## src/rtl/tlb_pkg.sv

```systemverilog
package tlb_pkg;
  localparam int unsigned VA_W      = 32;
  localparam int unsigned PA_W      = 32;
  localparam int unsigned ASID_W    = 8;
  localparam int unsigned PAIR_BITS = 13;  // smallest pair spans 2 x 4 KB

  localparam logic [VA_W-1:0] MIN_MASK = VA_W'((1 << PAIR_BITS) - 1);

  typedef struct packed {
    logic [VA_W-1:0]   page_mask;
    logic [VA_W-1:0]   vtag;
    logic [ASID_W-1:0] asid;
    logic              glob;
    logic [PA_W-1:0]   frame_even;
    logic              valid_even;
    logic              dirty_even;
    logic [PA_W-1:0]   frame_odd;
    logic              valid_odd;
    logic              dirty_odd;
  } tlb_entry_t;

  typedef enum logic [2:0] {
    RES_MATCH   = 3'd0,
    RES_MISS    = 3'd1,
    RES_INVALID = 3'd2,
    RES_MODIFY  = 3'd3
  } tlb_res_e;
endpackage

```

## src/rtl/tlb_entry_array.sv

```systemverilog
module tlb_entry_array
  import tlb_pkg::*;
#(
  parameter int unsigned NUM_ENTRIES = 16,
  localparam int unsigned IDX_W = $clog2(NUM_ENTRIES)
) (
  input  logic                              clk_i,
  input  logic                              rst_ni,
  input  logic                              wr_en_i,
  input  logic [IDX_W-1:0]                  wr_idx_i,
  input  tlb_entry_t                        wr_entry_i,
  output tlb_entry_t [NUM_ENTRIES-1:0]      entries_o
);
  tlb_entry_t [NUM_ENTRIES-1:0] entries_q;

  for (genvar g = 0; g < NUM_ENTRIES; g++) begin : g_slot
    always_ff @(posedge clk_i or negedge rst_ni) begin
      if (!rst_ni)                                  entries_q[g] <= '0;
      else if (wr_en_i && wr_idx_i == IDX_W'(g))    entries_q[g] <= wr_entry_i;
    end
  end

  assign entries_o = entries_q;
endmodule

```

## src/rtl/tlb_entry_cmp.sv

```systemverilog
module tlb_entry_cmp
  import tlb_pkg::*;
(
  input  logic [VA_W-1:0]   page_mask_i,
  input  logic [VA_W-1:0]   vtag_i,
  input  logic [ASID_W-1:0] entry_asid_i,
  input  logic              glob_i,
  input  logic [VA_W-1:0]   va_i,
  input  logic [ASID_W-1:0] asid_i,
  output logic              hit_o,
  output logic              odd_o
);
  logic [VA_W-1:0] eff_mask;
  logic            asid_ok;
  logic            tag_ok;

  assign eff_mask = page_mask_i | MIN_MASK;
  assign asid_ok  = glob_i || (entry_asid_i == asid_i);
  assign tag_ok   = (vtag_i & ~eff_mask) == (va_i & ~eff_mask);
  assign hit_o    = asid_ok && tag_ok;
  // top set bit of a contiguous mask picks the half
  assign odd_o    = |(va_i & eff_mask & ~(eff_mask >> 1));
endmodule

```

## src/rtl/tlb_first_hit.sv

```systemverilog
module tlb_first_hit #(
  parameter int unsigned NUM_ENTRIES = 16,
  localparam int unsigned IDX_W = $clog2(NUM_ENTRIES),
  localparam int unsigned CNT_W = $clog2(NUM_ENTRIES + 1)
) (
  input  logic [NUM_ENTRIES-1:0] hit_i,
  input  logic [CNT_W-1:0]       in_use_i,
  output logic                   found_o,
  output logic [IDX_W-1:0]       idx_o
);
  logic [NUM_ENTRIES-1:0] live;

  for (genvar g = 0; g < NUM_ENTRIES; g++) begin : g_live
    assign live[g] = hit_i[g] && (CNT_W'(g) < in_use_i);
  end

  always_comb begin
    found_o = 1'b0;
    idx_o   = '0;
    for (int i = NUM_ENTRIES - 1; i >= 0; i--) begin
      if (live[i]) begin
        found_o = 1'b1;
        idx_o   = IDX_W'(i);
      end
    end
  end
endmodule

```

## src/rtl/pair_tlb_lookup.sv

```systemverilog
module pair_tlb_lookup
  import tlb_pkg::*;
#(
  parameter int unsigned NUM_ENTRIES = 16,
  localparam int unsigned IDX_W = $clog2(NUM_ENTRIES),
  localparam int unsigned CNT_W = $clog2(NUM_ENTRIES + 1)
) (
  input  logic              clk_i,
  input  logic              rst_ni,
  input  logic [VA_W-1:0]   va_i,
  input  logic              store_i,
  input  logic [ASID_W-1:0] asid_i,
  input  logic [CNT_W-1:0]  in_use_i,
  input  logic              wr_en_i,
  input  logic [IDX_W-1:0]  wr_idx_i,
  input  logic [VA_W-1:0]   wr_page_mask_i,
  input  logic [VA_W-1:0]   wr_vtag_i,
  input  logic [ASID_W-1:0] wr_asid_i,
  input  logic              wr_global_i,
  input  logic [PA_W-1:0]   wr_frame_even_i,
  input  logic              wr_valid_even_i,
  input  logic              wr_dirty_even_i,
  input  logic [PA_W-1:0]   wr_frame_odd_i,
  input  logic              wr_valid_odd_i,
  input  logic              wr_dirty_odd_i,
  output logic [PA_W-1:0]   pa_o,
  output logic              writable_o,
  output logic [2:0]        result_o
);
  tlb_entry_t                   wr_entry;
  tlb_entry_t [NUM_ENTRIES-1:0] entries;
  logic [NUM_ENTRIES-1:0]       hit;
  logic [NUM_ENTRIES-1:0]       odd;
  logic                         found;
  logic [IDX_W-1:0]             sel_idx;
  tlb_entry_t                   sel;
  logic                         sel_odd;
  logic [VA_W-1:0]              sel_mask;
  logic                         half_valid;
  logic                         half_dirty;
  logic [PA_W-1:0]              half_frame;
  tlb_res_e                     res;

  assign wr_entry = '{
    page_mask:  wr_page_mask_i,
    vtag:       wr_vtag_i,
    asid:       wr_asid_i,
    glob:       wr_global_i,
    frame_even: wr_frame_even_i,
    valid_even: wr_valid_even_i,
    dirty_even: wr_dirty_even_i,
    frame_odd:  wr_frame_odd_i,
    valid_odd:  wr_valid_odd_i,
    dirty_odd:  wr_dirty_odd_i
  };

  tlb_entry_array #(.NUM_ENTRIES(NUM_ENTRIES)) i_array (
    .clk_i      (clk_i),
    .rst_ni     (rst_ni),
    .wr_en_i    (wr_en_i),
    .wr_idx_i   (wr_idx_i),
    .wr_entry_i (wr_entry),
    .entries_o  (entries)
  );

  for (genvar g = 0; g < NUM_ENTRIES; g++) begin : g_cmp
    tlb_entry_cmp i_cmp (
      .page_mask_i  (entries[g].page_mask),
      .vtag_i       (entries[g].vtag),
      .entry_asid_i (entries[g].asid),
      .glob_i       (entries[g].glob),
      .va_i         (va_i),
      .asid_i       (asid_i),
      .hit_o        (hit[g]),
      .odd_o        (odd[g])
    );
  end

  tlb_first_hit #(.NUM_ENTRIES(NUM_ENTRIES)) i_pick (
    .hit_i    (hit),
    .in_use_i (in_use_i),
    .found_o  (found),
    .idx_o    (sel_idx)
  );

  assign sel        = entries[sel_idx];
  assign sel_odd    = odd[sel_idx];
  assign sel_mask   = sel.page_mask | MIN_MASK;
  assign half_valid = sel_odd ? sel.valid_odd  : sel.valid_even;
  assign half_dirty = sel_odd ? sel.dirty_odd  : sel.dirty_even;
  assign half_frame = sel_odd ? sel.frame_odd  : sel.frame_even;

  always_comb begin
    if (!found)                      res = RES_MISS;
    else if (!half_valid)            res = RES_INVALID;
    else if (store_i && !half_dirty) res = RES_MODIFY;
    else                             res = RES_MATCH;
  end

  assign result_o   = res;
  assign pa_o       = (res == RES_MATCH) ? (half_frame | PA_W'(va_i & (sel_mask >> 1))) : '0;
  assign writable_o = (res == RES_MATCH) && half_dirty;

  assert_modify_needs_store_R5: assert property (@(posedge clk_i) disable iff (!rst_ni)
    result_o == RES_MODIFY |-> store_i);
  assert_page_offset_kept_R6: assert property (@(posedge clk_i) disable iff (!rst_ni)
    result_o == RES_MATCH |-> pa_o[PAIR_BITS-2:0] == va_i[PAIR_BITS-2:0]);
  assert_writable_on_match_R7: assert property (@(posedge clk_i) disable iff (!rst_ni)
    writable_o |-> result_o == RES_MATCH);
  assert_empty_misses_R8: assert property (@(posedge clk_i) disable iff (!rst_ni)
    in_use_i == '0 |-> result_o == RES_MISS);
  assert_quiet_unless_match_R11: assert property (@(posedge clk_i) disable iff (!rst_ni)
    result_o != RES_MATCH |-> (pa_o == '0 && !writable_o));
  assert_code_range_R11: assert property (@(posedge clk_i) disable iff (!rst_ni)
    result_o <= 3'd3);
endmodule

```

## config.mk

```make
export PLATFORM = sky130hd
export DESIGN_NAME = pair_tlb_lookup
export DESIGN_NICKNAME = d
export VERILOG_FILES = /design/src/rtl/tlb_pkg.sv /design/src/rtl/tlb_entry_array.sv /design/src/rtl/tlb_entry_cmp.sv /design/src/rtl/tlb_first_hit.sv /design/src/rtl/pair_tlb_lookup.sv
export SDC_FILE = /design/constraint.sdc
export NUM_CORES = 2
export LEC_CHECK = 0
export CAP_MARGIN = 20
export CORE_ASPECT_RATIO = 1.75
export CORE_MARGIN = 5
export CORE_UTILIZATION = 60
export CTS_BUF_LIST = sky130_fd_sc_hd__clkbuf_16
export DETAILED_ROUTE_END_ITERATION = 12
export HOLD_SLACK_MARGIN = 0.03
export PLACE_DENSITY = 0.78
export SYNTH_ARGS = -nofsm -noshare
export SYNTH_HDL_FRONTEND = slang
export SYNTH_HIERARCHICAL = 1
export SYNTH_SLANG_ARGS = --single-unit
```

## constraint.sdc

```tcl
create_clock -name clk_i -period 17.3 [get_ports clk_i]
set_input_delay 3.46 -clock clk_i [delete_from_list [all_inputs] [get_ports clk_i]]
set_output_delay 3.46 -clock clk_i [all_outputs]
set_load 0.01 [all_outputs]
```

# Word-level counts from Yosys, hierarchy flattened
# Index checks and enable logic that the tools add are counted.
word_totals:
  ff_bits: 2256
  in_bits: 194
  output_inout_bits: 36
  elab_cells: 450
classes:
  magnitude_cmp: 17
  eq_ne: 47
  mux: 43
  n_bitwise: 98
  n_reduce_logical: 85
ops:
  columns: ["cell", "n"]
  rows:
  - ["32-bit AND", 64]
  - ["141-bit binary-select mux with 4-bit select", 1]
  - ["32-bit == test", 16]
  - ["31-bit inverter with 32-bit output", 16]
  - ["32-bit inverter", 16]
  - ["32-bit OR reduction", 16]
  - ["141-bit 2-to-1 mux", 1]
  - ["8-bit == test", 16]
  - ["32-bit 2-to-1 mux", 2]
  - ["4-bit 2-to-1 mux", 16]
  - ["1-bit logical AND", 50]
  - ["4-bit by 5-bit < comparator with 1-bit output (first input constant)", 8]
  - ["32-bit by 31-bit AND with 32-bit output", 1]
  - ["4-bit == test (second input constant)", 8]
  - ["32-bit bitwise OR", 1]
  - ["3-bit by 5-bit < comparator with 1-bit output (first input constant)", 4]
  - ["1-bit 2-to-1 mux", 19]
  - ["4-bit by 3-bit == test with 1-bit output (second input constant)", 4]
  - ["1-bit logical OR", 16]
  - ["1-bit by 5-bit < comparator with 1-bit output (first input constant)", 2]
  - ["2-bit by 5-bit < comparator with 1-bit output (first input constant)", 2]
  - ["4-bit by 2-bit == test with 1-bit output (second input constant)", 2]
  - ["4-bit by 5-bit < comparator with 1-bit output (second input constant)", 1]
  - ["1-bit binary-select mux with 4-bit select", 1]
  - ["other kinds (6)", 7]

# Logic depth before layout (Yosys ltp)
depth:
  ltp_word: 31
  ltp_mapped: 20
  mapped_depth_nobuf: 14

# Modules after synthesis
# Netlist, hierarchy kept.
modules_own_cells:
  columns: ["mod", "n_inst", "cells_per_inst", "area_each_um2", "seq_area_each_um2"]
  rows:
  - ["tlb_entry_array", 1, 4923, 83706.5, 56454.1]
  - ["pair_tlb_lookup", 1, 853, 11653.7, 0.0]
  - ["tlb_entry_cmp", 16, 77, 504.2, 0.0]
  - ["tlb_first_hit", 1, 79, 489.2, 0.0]

# Worst setup path after synthesis
# No wires, ideal clock.
synth_timing:
  path_kind: "input to output"
  start: "input port va_i[16]"
  end: "output port pa_o[12]"
  arrival_ns: 7.425
  t_required_ns: 13.840
  slack_ns: 6.415
  stages: 17
  path_cell_list: "xnor2_1 o22ai_1 or4_1 nor4_2 nand3_1 a21oi_1 nand3b_1 a21oi_1 nor2_1 buf_6 mux4_2 mux4_2 buf_6 buf_2 mux2i_1 a22o_1 nor4_1"
synth_between:
  word_cells_on_any_way: 160
  classes_between: "16 x eq/ne; 43 x mux; 50 x bitwise; 51 x reduce/logical"
synth_rtl:
  columns: ["element", "line_no", "text"]
  rows:
  - ["start, declared", "pair_tlb_lookup.sv:10", "input logic [VA_W-1:0] va_i,"]
  - ["32-bit AND *", "tlb_entry_cmp.sv:19", "assign tag_ok = (vtag_i & ~eff_mask) == (va_i & ~eff_mask);"]
  - ["32-bit == test *", "tlb_entry_cmp.sv:19", null]
  - ["1-bit logical AND *", "tlb_entry_cmp.sv:20", "assign hit_o = asid_ok && tag_ok;"]
  - ["via hit[5]", "pair_tlb_lookup.sv:32", "logic [NUM_ENTRIES-1:0] hit;"]
  - ["1-bit logical AND *", "tlb_first_hit.sv:14", "assign live[g] = hit_i[g] && (CNT_W'(g) < in_use_i);"]
  - ["4-bit 2-to-1 mux * (6 in a row)", "tlb_first_hit.sv:21", "if (live[i]) begin"]
  - ["via sel_idx[2]", "pair_tlb_lookup.sv:35", "logic [IDX_W-1:0] sel_idx;"]
  - ["141-bit binary-select mux with 4-bit select / 1-bit binary-select mux with 4-bit select (equally long branches)", "pair_tlb_lookup.sv:86, pair_tlb_lookup.sv:87", null]
  - ["141-bit 2-to-1 mux (implied by the code) / 1-bit 2-to-1 mux (equally long branches)", "pair_tlb_lookup.sv:86, pair_tlb_lookup.sv:87", null]
  - ["1-bit 2-to-1 mux", "pair_tlb_lookup.sv:90", "assign half_dirty = sel_odd ? sel.dirty_odd : sel.dirty_even;"]
  - ["1-bit logical NOT", "pair_tlb_lookup.sv:96", "else if (store_i && !half_dirty) res = RES_MODIFY;"]
  - ["1-bit logical AND", "pair_tlb_lookup.sv:96", null]
  - ["2-bit 2-to-1 mux", "pair_tlb_lookup.sv:96", null]
  - ["2-bit 2-to-1 mux", "pair_tlb_lookup.sv:95", "else if (!half_valid) res = RES_INVALID;"]
  - ["3-bit 2-to-1 mux", "pair_tlb_lookup.sv:94", "if (!found) res = RES_MISS;"]
  - ["3-bit logical NOT", "pair_tlb_lookup.sv:101", "assign pa_o = (res == RES_MATCH) ? (half_frame | PA_W'(va_i & (sel_mask >> 1))) : '0;"]
  - ["32-bit 2-to-1 mux *", "pair_tlb_lookup.sv:101", null]
  - ["end, declared", "pair_tlb_lookup.sv:26", "output logic [PA_W-1:0] pa_o,"]
# Mark *: on every way through the listed nets, which the timed path passes. The rest lies on a longest branch. The select of a mux whose other input is x is not followed.

# Worst setup path after layout
layout_timing:
  start: "input port asid_i[6]"
  end: "output port pa_o[17]"
layout_between:
  word_cells_on_any_way: 112
  classes_between: "16 x eq/ne; 43 x mux; 2 x bitwise; 51 x reduce/logical"
layout_rtl:
  columns: ["element", "line_no", "text"]
  rows:
  - ["start, declared", "pair_tlb_lookup.sv:12", "input logic [ASID_W-1:0] asid_i,"]
  - ["8-bit == test *", "tlb_entry_cmp.sv:18", "assign asid_ok = glob_i || (entry_asid_i == asid_i);"]
  - ["1-bit logical OR *", "tlb_entry_cmp.sv:18", null]
  - ["1-bit logical AND *", "tlb_entry_cmp.sv:20", null]
  - ["via hit[4]", "pair_tlb_lookup.sv:32", null]
  - ["1-bit logical AND *", "tlb_first_hit.sv:14", null]
  - ["4-bit 2-to-1 mux * (5 in a row)", "tlb_first_hit.sv:21", null]
  - ["via sel_idx[2]", "pair_tlb_lookup.sv:35", null]
  - ["141-bit binary-select mux with 4-bit select / 1-bit binary-select mux with 4-bit select (equally long branches)", "pair_tlb_lookup.sv:86, pair_tlb_lookup.sv:87", null]
  - ["141-bit 2-to-1 mux (implied by the code) / 1-bit 2-to-1 mux (equally long branches)", "pair_tlb_lookup.sv:86, pair_tlb_lookup.sv:87", null]
  - ["1-bit 2-to-1 mux", "pair_tlb_lookup.sv:90", null]
  - ["1-bit logical NOT", "pair_tlb_lookup.sv:96", null]
  - ["1-bit logical AND", "pair_tlb_lookup.sv:96", null]
  - ["2-bit 2-to-1 mux", "pair_tlb_lookup.sv:96", null]
  - ["2-bit 2-to-1 mux", "pair_tlb_lookup.sv:95", null]
  - ["3-bit 2-to-1 mux", "pair_tlb_lookup.sv:94", null]
  - ["3-bit logical NOT", "pair_tlb_lookup.sv:101", null]
  - ["32-bit 2-to-1 mux *", "pair_tlb_lookup.sv:101", null]
# Marked as above.

==> metrics.yaml <==
slew_of_the_pin_with_the_lowest_slew_margin_ns: 1.33
num_io_pins: 230
antenna_found_initial: 41
number_of_buffers_between_clock_root_and_the_deepest_sink: 3
synth_fp_nets: 6391
crit_slowest_cell: "sky130_fd_sc_hd__nor4_2"
cp-start-kind: "input pin"
die_width_um: 300
route.met2.wl_um: 132000
cts-htree-levels: 4
die_h_um: 518
remaining_overflow_grt: 0
postSynthCellCount: 6197
track_usage: 0.357
hold-path-cell-count: 1
wirelength_met1_um: 95900
max_freq_ghz: 0.0652
cellLeakagePower_nw: 40.5
tritoncts_num_sinks: 1840
first_global_vias: 59655
gp_congestion: 1.08
routedWlPerCell_um: 32.9
worst_r2r_startpoint: "i_array/entries_o[264]"
final_net_count: 6457
final-max-slew-violation-count: 0
layout_commonest_cell: "sky130_fd_sc_hd__mux2_2"
clock_insertion_delay_worst_skew_ns: 0.80
clock_pin_slew_worst_setup_and_hold_paths_ns: 0.07
path_depth: 17
hold_start: "i_array/entries_o[1745]"
largest_register_ffs: 1840
min-delay-path-class: "reg2reg"
drv_cap: 0
core_area_um2: 147000
cts_made_buffers: 166
final_min_period_over_clock_period: 0.887
area_growth_syn_to_layout_pct: 10.5
std_cell_rows: 186
largest_net_degree_at_the_start_of_global_routing: 198
critical_path.top_delay_family: "simple AND/OR/NAND/NOR gates"
outcome: "completed"
startpoint: "asid_i[6]"
crit_path_cell_trace: "clkdlybuf4s50_1, buf_4, xor2_1, nor4_1, a21oi_1, nor4_2, o21ai_0, nand3b_1, a21oi_1, nor2_4, mux4_2, mux4_4, buf_12, a21oi_1, a2111oi_0, nor4_2, clkdlybuf4s50_1"
avgSynthCellArea_um2: 14.3
grt_pass1_wl_um: 408000
power_density_nw_per_um2: 126
timing.critical_path.slowest_cell_delay_ns: 1.14
worst_ep_required_time_ns: 13.84
initial_utilization: 0.603
drc_violations: 0
vias: 55855
clock-skew-final_ns: 0
worstSetupEndpointType: "primary output"
via_per_inst: 6.66
fill_cells: 10366
slew-limit-headroom: 0.109
netlist_area_um2: 88600
finalSetupViolCount: 0
cts_tree: "yes"
setup_tns_ns: 0
detail_route.wirelength_um: 276000
commonest_non_fill_non_tap_cells_in_the_layout: "sky130_fd_sc_hd__mux2_2 (1847), sky130_fd_sc_hd__dfrtp_1 (1840), sky130_fd_sc_hd__mux4_2 (374)"
dr_wl_met3_um: 19600
final.min_clock_period_ns: 15.35
critical_path_buf_inv_count: 4
path_max_fanout: 44
drt_pass1_iterations: 5
final.hold.worst_slack_ns: 0.499
cp.arrival_ns: 11.89
floorplan.die_area_um2: 156000
cts_root_buf: "sky130_fd_sc_hd__clkbuf_16"
cts_resized: 0
cpMostUsedCell: "sky130_fd_sc_hd__a21oi_1"
dpl.cell_count: 8064
first_iter_violations: 4756
path_class: "in2out"
worst_ir_drop_vdd_mv: 0.113
fraction_of_layout_instances_using_a_drive_strength_above_1: 0.419
synth_warnings: 6
rsz_0062_raised_after_global_routing: "no"
post_layout_nonfiller_instances: 8387
placed_cell_area_um2: 92400
highest-signal-layer: "met5"
post-cts-setup-buffers: 0
detailed_place_hpwl_um: 183000
final_antenna_net_count: 0
hold_fix_buffer_count_after_cts: 0
final_hold_viol_count: 0
timing.reg2reg.worst_path_depth: 1
buffer_ports.inserted: 202
stdcell_area_um2: 97900
## report_power, final
part	leakage (nW)	switching [W]	internal (W)
clock network	2.76	0.00168	0.00201
registers	22.6	0.000819	0.00530
logic	15.2	0.00110	0.00144
## through the flow
stage                      util  power [W]  worst slack, ns
after floorplan               -    0.00763             6.41
after global placement    0.629    0.00848             2.10
after detailed placement  0.629    0.00867             2.14
after CTS                 0.665     0.0123             2.14
after global routing      0.666     0.0128             2.07
final                     0.666     0.0124             1.95
## final timing paths
check	endpoint	slack (ns)
min in group asynchronous	i_array/entries_o[321]	2.59
max in group asynchronous	i_array/entries_o[93]	11.28
worst min-delay path	i_array/entries_o[1745]	0.50
worst min register to register	i_array/entries_o[1745]	0.50
worst max-delay path	pa_o[17]	1.95
worst max register to register	i_array/entries_o[264]	16.09
## layer usage
layer / GRT usage / vias to the layer above
met5: 0 / -
met4: 0.275 / 30
met3: 0.0813 / 974
met2: 0.572 / 2384
met1: 0.416 / 29484
li1: - / 22983
## area by class of cell
cell class | instances | area, um^2 | area share
sequential | 1840 | 46000 | 0.470
multi-input combinational | 3886 | 40500 | 0.414
clock buffer | 167 | 4180 | 0.0427
timing repair buffer | 353 | 3400 | 0.0348
tap | 1974 | 2470 | 0.0252
clock inverter | 136 | 1160 | 0.0119
inverter | 16 | 60.1 | 0.000614
antenna | 15 | 37.5 | 0.000384
Power figures use the tool's default switching activity.
